## src/rtl/pwmdt_pkg.sv

```systemverilog
package pwmdt_pkg;
  localparam int DATA_W    = 32;
  localparam int MODE_W    = 5;
  localparam int DT_LO_LSB = 16;

  typedef enum logic [1:0] {
    SEL_MODE   = 2'd0,
    SEL_PERIOD = 2'd1,
    SEL_DUTY   = 2'd2,
    SEL_DEAD   = 2'd3
  } sel_e;

  // packed MSB first: centre sits in bit 0
  typedef struct packed {
    logic inv_lo;
    logic inv_hi;
    logic dt_en;
    logic ref_inv;
    logic centre;
  } mode_t;
endpackage

```

## src/rtl/pwmdt_regs.sv

```systemverilog
module pwmdt_regs
  import pwmdt_pkg::*;
#(
  parameter int CW = 16
) (
  input  logic              clk,
  input  logic              rst,
  input  logic              wr_en,
  input  logic [1:0]        wr_sel,
  input  logic [DATA_W-1:0] wr_data,
  input  logic              running,
  input  logic              load,
  output mode_t             mode_q,
  output logic [CW-1:0]     act_prd,
  output logic [CW-1:0]     act_duty,
  output logic [CW-1:0]     act_dth,
  output logic [CW-1:0]     act_dtl
);
  logic [CW-1:0] sh_prd, sh_duty, sh_dth, sh_dtl;
  logic [CW-1:0] v_main, v_lo, c_duty, c_dth, c_dtl;

  function automatic logic [CW-1:0] cap_to(input logic [CW-1:0] v, input logic [CW-1:0] lim);
    return (v > lim) ? lim : v;
  endfunction

  always_comb begin
    v_main = wr_data[CW-1:0];
    v_lo   = wr_data[DT_LO_LSB +: CW];
    c_duty = cap_to(v_main, sh_prd);
    c_dth  = cap_to(v_main, sh_prd);
    c_dtl  = cap_to(v_lo, sh_prd);
  end

  always_ff @(posedge clk) begin
    if (rst) begin
      mode_q   <= '0;
      sh_prd   <= '0;
      sh_duty  <= '0;
      sh_dth   <= '0;
      sh_dtl   <= '0;
      act_prd  <= '0;
      act_duty <= '0;
      act_dth  <= '0;
      act_dtl  <= '0;
    end else begin
      if (load) begin
        act_prd  <= sh_prd;
        act_duty <= sh_duty;
        act_dth  <= sh_dth;
        act_dtl  <= sh_dtl;
      end
      if (wr_en) begin
        case (sel_e'(wr_sel))
          SEL_MODE: if (!running) mode_q <= mode_t'(wr_data[MODE_W-1:0]);
          SEL_PERIOD: begin
            sh_prd <= v_main;
            if (!running) act_prd <= v_main;
          end
          SEL_DUTY: begin
            sh_duty <= c_duty;
            if (!running) act_duty <= c_duty;
          end
          default: begin
            sh_dth <= c_dth;
            sh_dtl <= c_dtl;
            if (!running) begin
              act_dth <= c_dth;
              act_dtl <= c_dtl;
            end
          end
        endcase
      end
    end
  end
endmodule

```

## src/rtl/pwmdt_counter.sv

```systemverilog
module pwmdt_counter #(
  parameter int CW = 16
) (
  input  logic          clk,
  input  logic          rst,
  input  logic          tick,
  input  logic          en_req,
  input  logic          dis_req,
  input  logic          centre,
  input  logic [CW-1:0] prd,
  output logic [CW-1:0] cnt,
  output logic          bnd,
  output logic          running,
  output logic          period_end
);
  localparam logic [CW-1:0] ONE = CW'(1);

  logic          up_q, up_nx, stop_pend;
  logic [CW-1:0] cnt_nx;

  always_comb begin
    bnd    = 1'b0;
    cnt_nx = cnt;
    up_nx  = up_q;
    if (running && tick) begin
      if (prd == '0) begin
        cnt_nx = '0;
        up_nx  = 1'b1;
        bnd    = 1'b1;
      end else if (!centre) begin
        if (cnt >= prd - ONE) begin
          cnt_nx = '0;
          bnd    = 1'b1;
        end else begin
          cnt_nx = cnt + ONE;
        end
      end else if (up_q) begin
        if (cnt >= prd) begin
          cnt_nx = cnt - ONE;
          if (prd == ONE) begin
            bnd = 1'b1;
          end else begin
            up_nx = 1'b0;
          end
        end else begin
          cnt_nx = cnt + ONE;
        end
      end else begin
        if (cnt <= ONE) begin
          cnt_nx = '0;
          up_nx  = 1'b1;
          bnd    = 1'b1;
        end else begin
          cnt_nx = cnt - ONE;
        end
      end
    end
  end

  always_ff @(posedge clk) begin
    if (rst) begin
      cnt        <= '0;
      up_q       <= 1'b1;
      running    <= 1'b0;
      stop_pend  <= 1'b0;
      period_end <= 1'b0;
    end else begin
      period_end <= bnd;
      if (!running) begin
        if (en_req) begin
          running   <= 1'b1;
          cnt       <= '0;
          up_q      <= 1'b1;
          stop_pend <= 1'b0;
        end
      end else begin
        cnt  <= cnt_nx;
        up_q <= up_nx;
        if (dis_req) stop_pend <= 1'b1;
        else if (en_req) stop_pend <= 1'b0;
        if (bnd && (stop_pend || dis_req)) begin
          running   <= 1'b0;
          stop_pend <= 1'b0;
        end
      end
    end
  end
endmodule

```

## src/rtl/pwmdt_deadband.sv

```systemverilog
module pwmdt_deadband #(
  parameter int CW = 16
) (
  input  logic          clk,
  input  logic          rst,
  input  logic          tick,
  input  logic          raw,
  input  logic          dt_en,
  input  logic          inv,
  input  logic [CW-1:0] dt,
  output logic          out
);
  logic [CW-1:0] hold;
  logic          lvl;

  assign lvl = raw && (!dt_en || (hold >= dt));

  always_ff @(posedge clk) begin
    if (rst) begin
      hold <= '0;
      out  <= 1'b0;
    end else begin
      if (!raw) hold <= '0;
      else if (tick && (hold < dt)) hold <= hold + CW'(1);
      out <= lvl ^ inv;
    end
  end
endmodule

```

## src/rtl/pwmdt_channel.sv

```systemverilog
module pwmdt_channel
  import pwmdt_pkg::*;
#(
  parameter int CW = 16
) (
  input  logic              clk,
  input  logic              rst,
  input  logic              tick,
  input  logic              en_req,
  input  logic              dis_req,
  input  logic              wr_en,
  input  logic [1:0]        wr_sel,
  input  logic [DATA_W-1:0] wr_data,
  output logic              out_hi,
  output logic              out_lo,
  output logic              running,
  output logic              period_end
);
  localparam int SIDES = 2;

  mode_t         mode_q;
  logic [CW-1:0] act_prd, act_duty, act_dth, act_dtl, cnt;
  logic          bnd, ref_on;
  logic [SIDES-1:0] raw_s, inv_s, out_s;
  logic [CW-1:0] dt_s [SIDES];

  pwmdt_regs #(.CW(CW)) u_regs (
    .clk(clk), .rst(rst), .wr_en(wr_en), .wr_sel(wr_sel), .wr_data(wr_data),
    .running(running), .load(bnd), .mode_q(mode_q),
    .act_prd(act_prd), .act_duty(act_duty), .act_dth(act_dth), .act_dtl(act_dtl)
  );

  pwmdt_counter #(.CW(CW)) u_cnt (
    .clk(clk), .rst(rst), .tick(tick), .en_req(en_req), .dis_req(dis_req),
    .centre(mode_q.centre), .prd(act_prd), .cnt(cnt), .bnd(bnd),
    .running(running), .period_end(period_end)
  );

  assign ref_on   = (cnt < act_duty) ^ mode_q.ref_inv;
  assign raw_s[0] = running & ref_on;
  assign raw_s[1] = running & ~ref_on;
  assign inv_s[0] = mode_q.inv_hi;
  assign inv_s[1] = mode_q.inv_lo;
  assign dt_s[0]  = act_dth;
  assign dt_s[1]  = act_dtl;

  for (genvar s = 0; s < SIDES; s++) begin : g_side
    pwmdt_deadband #(.CW(CW)) u_db (
      .clk(clk), .rst(rst), .tick(tick), .raw(raw_s[s]), .dt_en(mode_q.dt_en),
      .inv(inv_s[s]), .dt(dt_s[s]), .out(out_s[s])
    );
  end

  assign out_hi = out_s[0];
  assign out_lo = out_s[1];
endmodule

```

## config.mk

```make
export PLATFORM = sky130hd
export DESIGN_NAME = pwmdt_channel
export DESIGN_NICKNAME = d
export VERILOG_FILES = /design/src/rtl/pwmdt_pkg.sv /design/src/rtl/pwmdt_regs.sv /design/src/rtl/pwmdt_counter.sv /design/src/rtl/pwmdt_deadband.sv /design/src/rtl/pwmdt_channel.sv
export SDC_FILE = /design/constraint.sdc
export NUM_CORES = 1
export LEC_CHECK = 0
export BUFFER_PORTS_ARGS = -buffer_cell sky130_fd_sc_hd__buf_2
export CORE_ASPECT_RATIO = 0.8
export CORE_MARGIN = 2
export CORE_UTILIZATION = 53
export CTS_BUF_LIST = sky130_fd_sc_hd__clkbuf_4
export DETAILED_ROUTE_END_ITERATION = 12
export GPL_TIMING_DRIVEN = 1
export PLACE_DENSITY = 0.77
export SLEW_MARGIN = 20
export SYNTH_ARGS = -nofsm -noshare
export SYNTH_HDL_FRONTEND = slang
export SYNTH_HIERARCHICAL = 1
export SYNTH_SLANG_ARGS = --single-unit
```

## constraint.sdc

```tcl
create_clock -name clk -period 3.5 [get_ports clk]
set_input_delay 0.35 -clock clk [delete_from_list [all_inputs] [get_ports clk]]
set_output_delay 0.35 -clock clk [all_outputs]
set_load 0.01 [all_outputs]
```

### Word-level counts from Yosys, hierarchy flattened

Cells that the tools add are included.

* reduce and logical (&&, ||, !) cells: 22
* equality and inequality tests: 5
* mux-type cells: 49
* bitwise logic cells: 10
* add/sub/neg operators: 5
* $lt $le $gt $ge: 10

Operators by type and width (number)
* 16-bit two-way mux: 27
* 16-bit >= comparator: 4
* 16-bit by 1-bit adder with 16-bit output, second input constant: 3
* 16-bit less-than comparator: 3
* 16-bit > comparator: 2
* 16-bit by 1-bit subtractor with 16-bit output, second input constant: 2
* 1-bit two-way mux: 22
* 16-bit by 1-bit equality test with 1-bit output, second input constant: 1
* 16-bit by 1-bit <= comparator with 1-bit output, second input constant: 1
* 16-bit logical NOT: 1
* 2-bit AND reduction: 4
* 1-bit logical AND: 6
* 3-bit AND reduction: 2
* 1-bit NOT: 5
* 2-bit OR reduction: 2
* 1-bit logical OR: 3
* 3-bit inequality test, second input constant: 1
* 3-bit OR reduction: 1
* 1-bit bitwise XOR: 3
* 1-bit bitwise AND: 2
* 2-bit by 1-bit equality test with 1-bit output, second input constant: 1
* 2-bit equality test, second input constant: 1
* 2-bit logical NOT: 1
* 2-bit inequality test, second input constant: 1
* 2 further kinds: 2

* output and inout bits: 4
* register bits: 187
* bits of input ports: 40
* word-level logic and storage cells: 123

### Depth between registers and ports, before layout

* depth in word-level cells: 11
* depth in mapped cells: 18
* mapped depth without buffers: 15

### By module

Netlist, hierarchy kept.

By module, submodules not included
* pwmdt_regs: cells each 695, area an instance 6287.3 sq um, instances 1, sequential area each 2662.6 sq um
* pwmdt_deadband: cells each 158, area an instance 1313.8 sq um, instances 2, sequential area each 340.3 sq um
* pwmdt_counter: cells each 329, area an instance 2521.2 sq um, instances 1, sequential area each 400.4 sq um
* pwmdt_channel: cells each 54, area an instance 440.4 sq um, instances 1, sequential area each 0.0 sq um

### Least setup slack after synthesis

Ideal clock, no wire load.

* path type: register -> register
* start point: register u_regs.act_prd[1]
* end point: register u_regs.act_dtl[0]
* path slack: -346 ps
* data arrival time: 3710 ps
* setup time: 136 ps
* data required time: 3364 ps
* clock period less this slack: 3846 ps
* path buffers: 3
* stages on the path, launching flop included: 17
* cells stage by stage: dfxtp_1 nor4_1 nand2_1 nor3_1 xnor2_1 ha_1 a211oi_1 o21ai_0 a221o_1 a31oi_2 nand3_1 and3_1 clkbuf_1 clkbuf_1 buf_1 a211oi_1 a311oi_1

* longest elaborated chain between the ends: 11
* elaborated cells on any way between the ends: 16
* classes of those cells: 1 x add/sub; 2 x order compare; 1 x eq/ne; 11 x mux; 1 x reduce/logical

Ends and longest elaborated chain
* start: declaration: RTL line pwmdt_regs.sv:14 `output logic [CW-1:0] act_prd,`
* start signal: assignment: RTL line pwmdt_regs.sv:47 `act_prd <= sh_prd;`
* start signal: assignment: RTL line pwmdt_regs.sv:57 `if (!running) act_prd <= v_main;`
* parallel branches: the longest is 5 deep, another holds 16-bit by 1-bit subtractor with 16-bit output
* 1-bit two-way mux (*): RTL line pwmdt_counter.sv:26 `if (prd == '0) begin`
* 1-bit two-way mux (*): RTL line pwmdt_counter.sv:25 `if (running && tick) begin`
* named net bnd: RTL line pwmdt_channel.sv:23 `logic bnd, ref_on;`
* 16-bit two-way mux (*): RTL line pwmdt_regs.sv:46 `if (load) begin`
* 16-bit two-way mux: RTL line pwmdt_regs.sv:66 `if (!running) begin`
* 16-bit two-way mux: RTL line pwmdt_regs.sv:53 `case (sel_e'(wr_sel))`
* 16-bit two-way mux (*): RTL line pwmdt_regs.sv:52 `if (wr_en) begin`
* end signal: assignment: RTL line pwmdt_regs.sv:50 `act_dtl <= sh_dtl;`
* end signal: assignment: RTL line pwmdt_regs.sv:68 `act_dtl <= c_dtl;`
* end: declaration: RTL line pwmdt_regs.sv:17 `output logic [CW-1:0] act_dtl`

Mark *: on every way through the listed nets, which the timed path passes.
A chain may end at the register's enable or synchronous reset.

### Final worst setup path

* start point: register u_regs.act_prd[4]
* end point: register u_regs.act_duty[2]

* longest elaborated chain between the ends: 11
* elaborated cells on any way between the ends: 16
* classes of those cells: 1 x add/sub; 2 x order compare; 1 x eq/ne; 11 x mux; 1 x reduce/logical

Ends and longest elaborated chain
* parallel branches: the longest is 5 deep, another holds 16-bit by 1-bit subtractor with 16-bit output
* 1-bit two-way mux (*): RTL line pwmdt_counter.sv:26
* 1-bit two-way mux (*): RTL line pwmdt_counter.sv:25
* named net bnd: RTL line pwmdt_channel.sv:23
* 16-bit two-way mux (*): RTL line pwmdt_regs.sv:46
* 16-bit two-way mux: RTL line pwmdt_regs.sv:61 `if (!running) act_duty <= c_duty;`
* 16-bit two-way mux: RTL line pwmdt_regs.sv:53
* 16-bit two-way mux (*): RTL line pwmdt_regs.sv:52
* end signal: assignment: RTL line pwmdt_regs.sv:48 `act_duty <= sh_duty;`
* end signal: assignment: RTL line pwmdt_regs.sv:61
* end: declaration: RTL line pwmdt_regs.sv:15 `output logic [CW-1:0] act_duty,`

Marked as above.

==> out/metrics.cfg <==
[outcome]
status = completed

[route]
drc = 0
antenna_left = 0
drt-initial-drc-count = 774
wirelength_um = 31400
dr_total_vias = 10800
viasPerCell = 6.18
drt-wirelength-per-cell_um = 17.9
drtPass1Iterations = 5

[logic_synthesis]
ys_ff_latch = 187
ys_types = 86
synth-edff-count = 0
syn_inst = 1394
synth_fp_nets = 1552
ys_seq_area_share_pct = 31.5
avgSynthCellArea_um2 = 8.52
ys.warnings.count = 6
ys.flop_type = dfxtp_1
synth_area_um2 = 11900
ys_async_sr_fraction_pct = 0

[global_routing]
antenna_found_initial = 1
track_usage_pct = 27.0
grt_max_degree = 68
grt_overflow = 0
grt_pass1_wl_um = 50900
grt_pass1_vias = 10100

[setup_path]
critPathCaptureType = register
critPathKind = reg2reg
start_kind = register
crit_path_max_fanout = 44
critPathRequiredTime_ns = 3.97
worstPathArrival_ns = 3.86

[run]
drv_cap = 0

[sta]
setup_viol = 0
finalHoldViolCount = 0
slew_viol_final = 0
whs_ns = 0.0712
final.min_clock_period_ns = 3.39
max_freq_ghz = 0.295
slew_headroom_pct = 45.7
fin_skew_ns = 0.0331
rsz0062_at_grt = yes
fin_setup_tns_ns = 0
tightest_slew_ns = 0.813
fin_ws_ns = 0.110
layout_worst_path_cycle_share_pct = 96.9

[power_and_ir_drop]
leakage_nw = 4.91
max-vdd-ir-drop_mv = 0.420
power_density_nw_per_um2 = 425
p_total_w = 0.00555

[cts]
cts_tree = yes
clk_latency_ns = 0.61
cts.sinks = 187
clk_pin_slew_ns = 0.16
cts_buffers = 17
clockBufferDepth = 2
cts_max_level = 4
cts-root-buf = clkbuf_4

[placement]
place_congestion = 0.926
pre_cts_slack_ns = 0.0920
portBuffers = 43
hpwl_um = 22700

[cells_and_area]
final_layout_size_suffix_gt1_share_pct = 12.9
syn2layout_area_growth_pct = 9.93
nNetsFinal = 1597
finish.utilization_pct = 59.9

[die]
rows = 48
initial_utilization_pct = 54.5
core_um2 = 21800
die_width_um = 171
dieHeight_um = 138
ios = 44
dieArea_um2 = 23600

[worst_hold_path]
hp-class = in2reg

[state kept, by name, summed over array words and instances, names as in the netlist, 5 cells and up]
| name | count |
|---|---|
| u_regs/sh_dtl | 16 |
| u_regs/sh_dth | 16 |
| g_side.u_db/hold | 32 |
| u_regs/sh_duty | 16 |
| u_regs/act_prd | 16 |
| u_regs/act_dth | 16 |
| u_regs/act_dtl | 16 |
| u_regs/sh_prd | 16 |
| u_cnt/cnt | 16 |
| u_regs/act_duty | 16 |
| u_regs/mode_q | 5 |
[where the power goes]
part	switching, W	internal [W]	total [W]
Sequential	0.0000870	0.00224	0.00233
Clock	0.000841	0.000523	0.00136
Combinational	0.00113	0.000724	0.00186
[cell usage in the layout, fill, tap and decap left out, drive strengths merged, types with 31 or more instances in the layout]
master / synthesis / final
inv: 96 / 104
a21oi: 88 / 88
nor2b: 55 / 55
ha: 118 / 118
nand3: 31 / 31
buf: 17 / 94
a311oi: 32 / 32
a211oi: 137 / 137
nand2: 99 / 99
o21ai: 54 / 54
nor2: 99 / 99
mux2i: 41 / 41
dfxtp: 187 / 187
[per-layer routing]
metal	track usage (%)	wire, µm	vias to the layer above
li1	-	-	5281
met1	36.9	14500	5106
met2	42.3	13900	377
met3	6.08	2310	61
met4	9.23	723	0
met5	0	0	-
[synthesized netlist by cell type, drive strengths merged, types with 4 or more instances]
library cell / count / share of area (%)
xnor2: 14 / 1.0
nand4b: 4 / 0.29
mux2i: 41 / 3.5
and3b: 7 / 0.52
nor4: 13 / 0.95
nor3: 18 / 0.95
clkbuf: 63 / 2.0
inv: 96 / 3.0
o2111ai: 7 / 0.57
and4: 9 / 0.68
o21ai: 54 / 2.3
nand3: 31 / 1.5
nor2: 99 / 3.2
or2: 4 / 0.21
o22a: 8 / 0.59
ha: 118 / 12
nand4: 22 / 1.3
o21bai: 5 / 0.32
a21oi: 88 / 3.7
nor2b: 55 / 2.9
nand2: 99 / 3.1
dfxtp: 187 / 32
and2: 9 / 0.47
o31ai: 8 / 0.51
a2111oi: 6 / 0.72
or4: 14 / 0.88
buf: 17 / 1.3
or3: 30 / 1.6
a21o: 5 / 0.32
o211ai: 11 / 0.70
o21a: 5 / 0.32
nand2b: 7 / 0.43
a211oi: 137 / 8.7
and3: 22 / 1.3
a311oi: 32 / 2.4
[layout make-up]
| class | instances | area (µm²) |
|---|---|---|
| multi-input cells | 1029 | 7450 |
| diodes | 1 | 2.50 |
| fillers | 1925 | 8740 |
| flip-flops and latches | 187 | 3750 |
| clock inverters | 15 | 200 |
| repair buffers | 108 | 791 |
| well taps | 300 | 375 |
| clock buffers | 17 | 128 |
| inverters | 96 | 360 |
[logic make-up (layout without fill, tap and decap cells)]
kind of cell / Yosys count / in the layout / share of synthesized area [%]
other: 0 / 1 / 0
AND/OR/NAND/NOR: 452 / 452 / 21.0
buffers and inverters: 178 / 236 / 6.46
AO/OA/AOI/OAI: 402 / 402 / 23.9
XOR/XNOR: 16 / 16 / 1.18
flip-flops: 187 / 187 / 31.5
adder cells (fa/ha/maj): 118 / 118 / 12.4
multiplexers: 41 / 41 / 3.46
[through the flow]
step	cell area, µm²	instances
after floorplan	11900	1394
after CTS	13000	1748
final	13100	1753
after global routing	13100	1753
after detailed placement	12500	1702
after global placement	12500	1702
[repair_timing]
action	in CTS	in global routing
buffers inserted	0	4
setup endpoints to repair	0	70
endpoints found under the hold margin	13	0
hold buffers	14	0
resized for setup	0	11
[worst paths after layout]
check	end	depth (start not counted)	slack (ns)	start
setup / recovery	u_regs/act_duty[2]$_SDFF_PP0_	14	0.11	u_regs/act_prd[4]$_SDFF_PP0_
hold / removal	u_regs/sh_prd[3]$_SDFFE_PP0P_	3	0.07	wr_data[3]
setup reg to reg	u_regs/act_duty[2]$_SDFF_PP0_	14	0.11	u_regs/act_prd[4]$_SDFF_PP0_
hold reg to reg	u_regs/sh_prd[13]$_SDFFE_PP0P_	2	0.50	u_regs/sh_prd[13]$_SDFFE_PP0P_
[critical path: stages (launching register included)]
cell	delay (ns)
dfxtp_4	0.40
nor4_4	0.36
and3_4	0.28
nand2_1	0.07
xnor2_1	0.14
ha_1	0.31
o21ai_0	0.19
a21oi_1	0.09
a221o_1	0.31
a31oi_2	0.16
nand3_1	0.09
and3_4	0.27
buf_12	0.19
a211oi_1	0.30
a211oi_1	0.08
(Power assumes the default switching activity.)
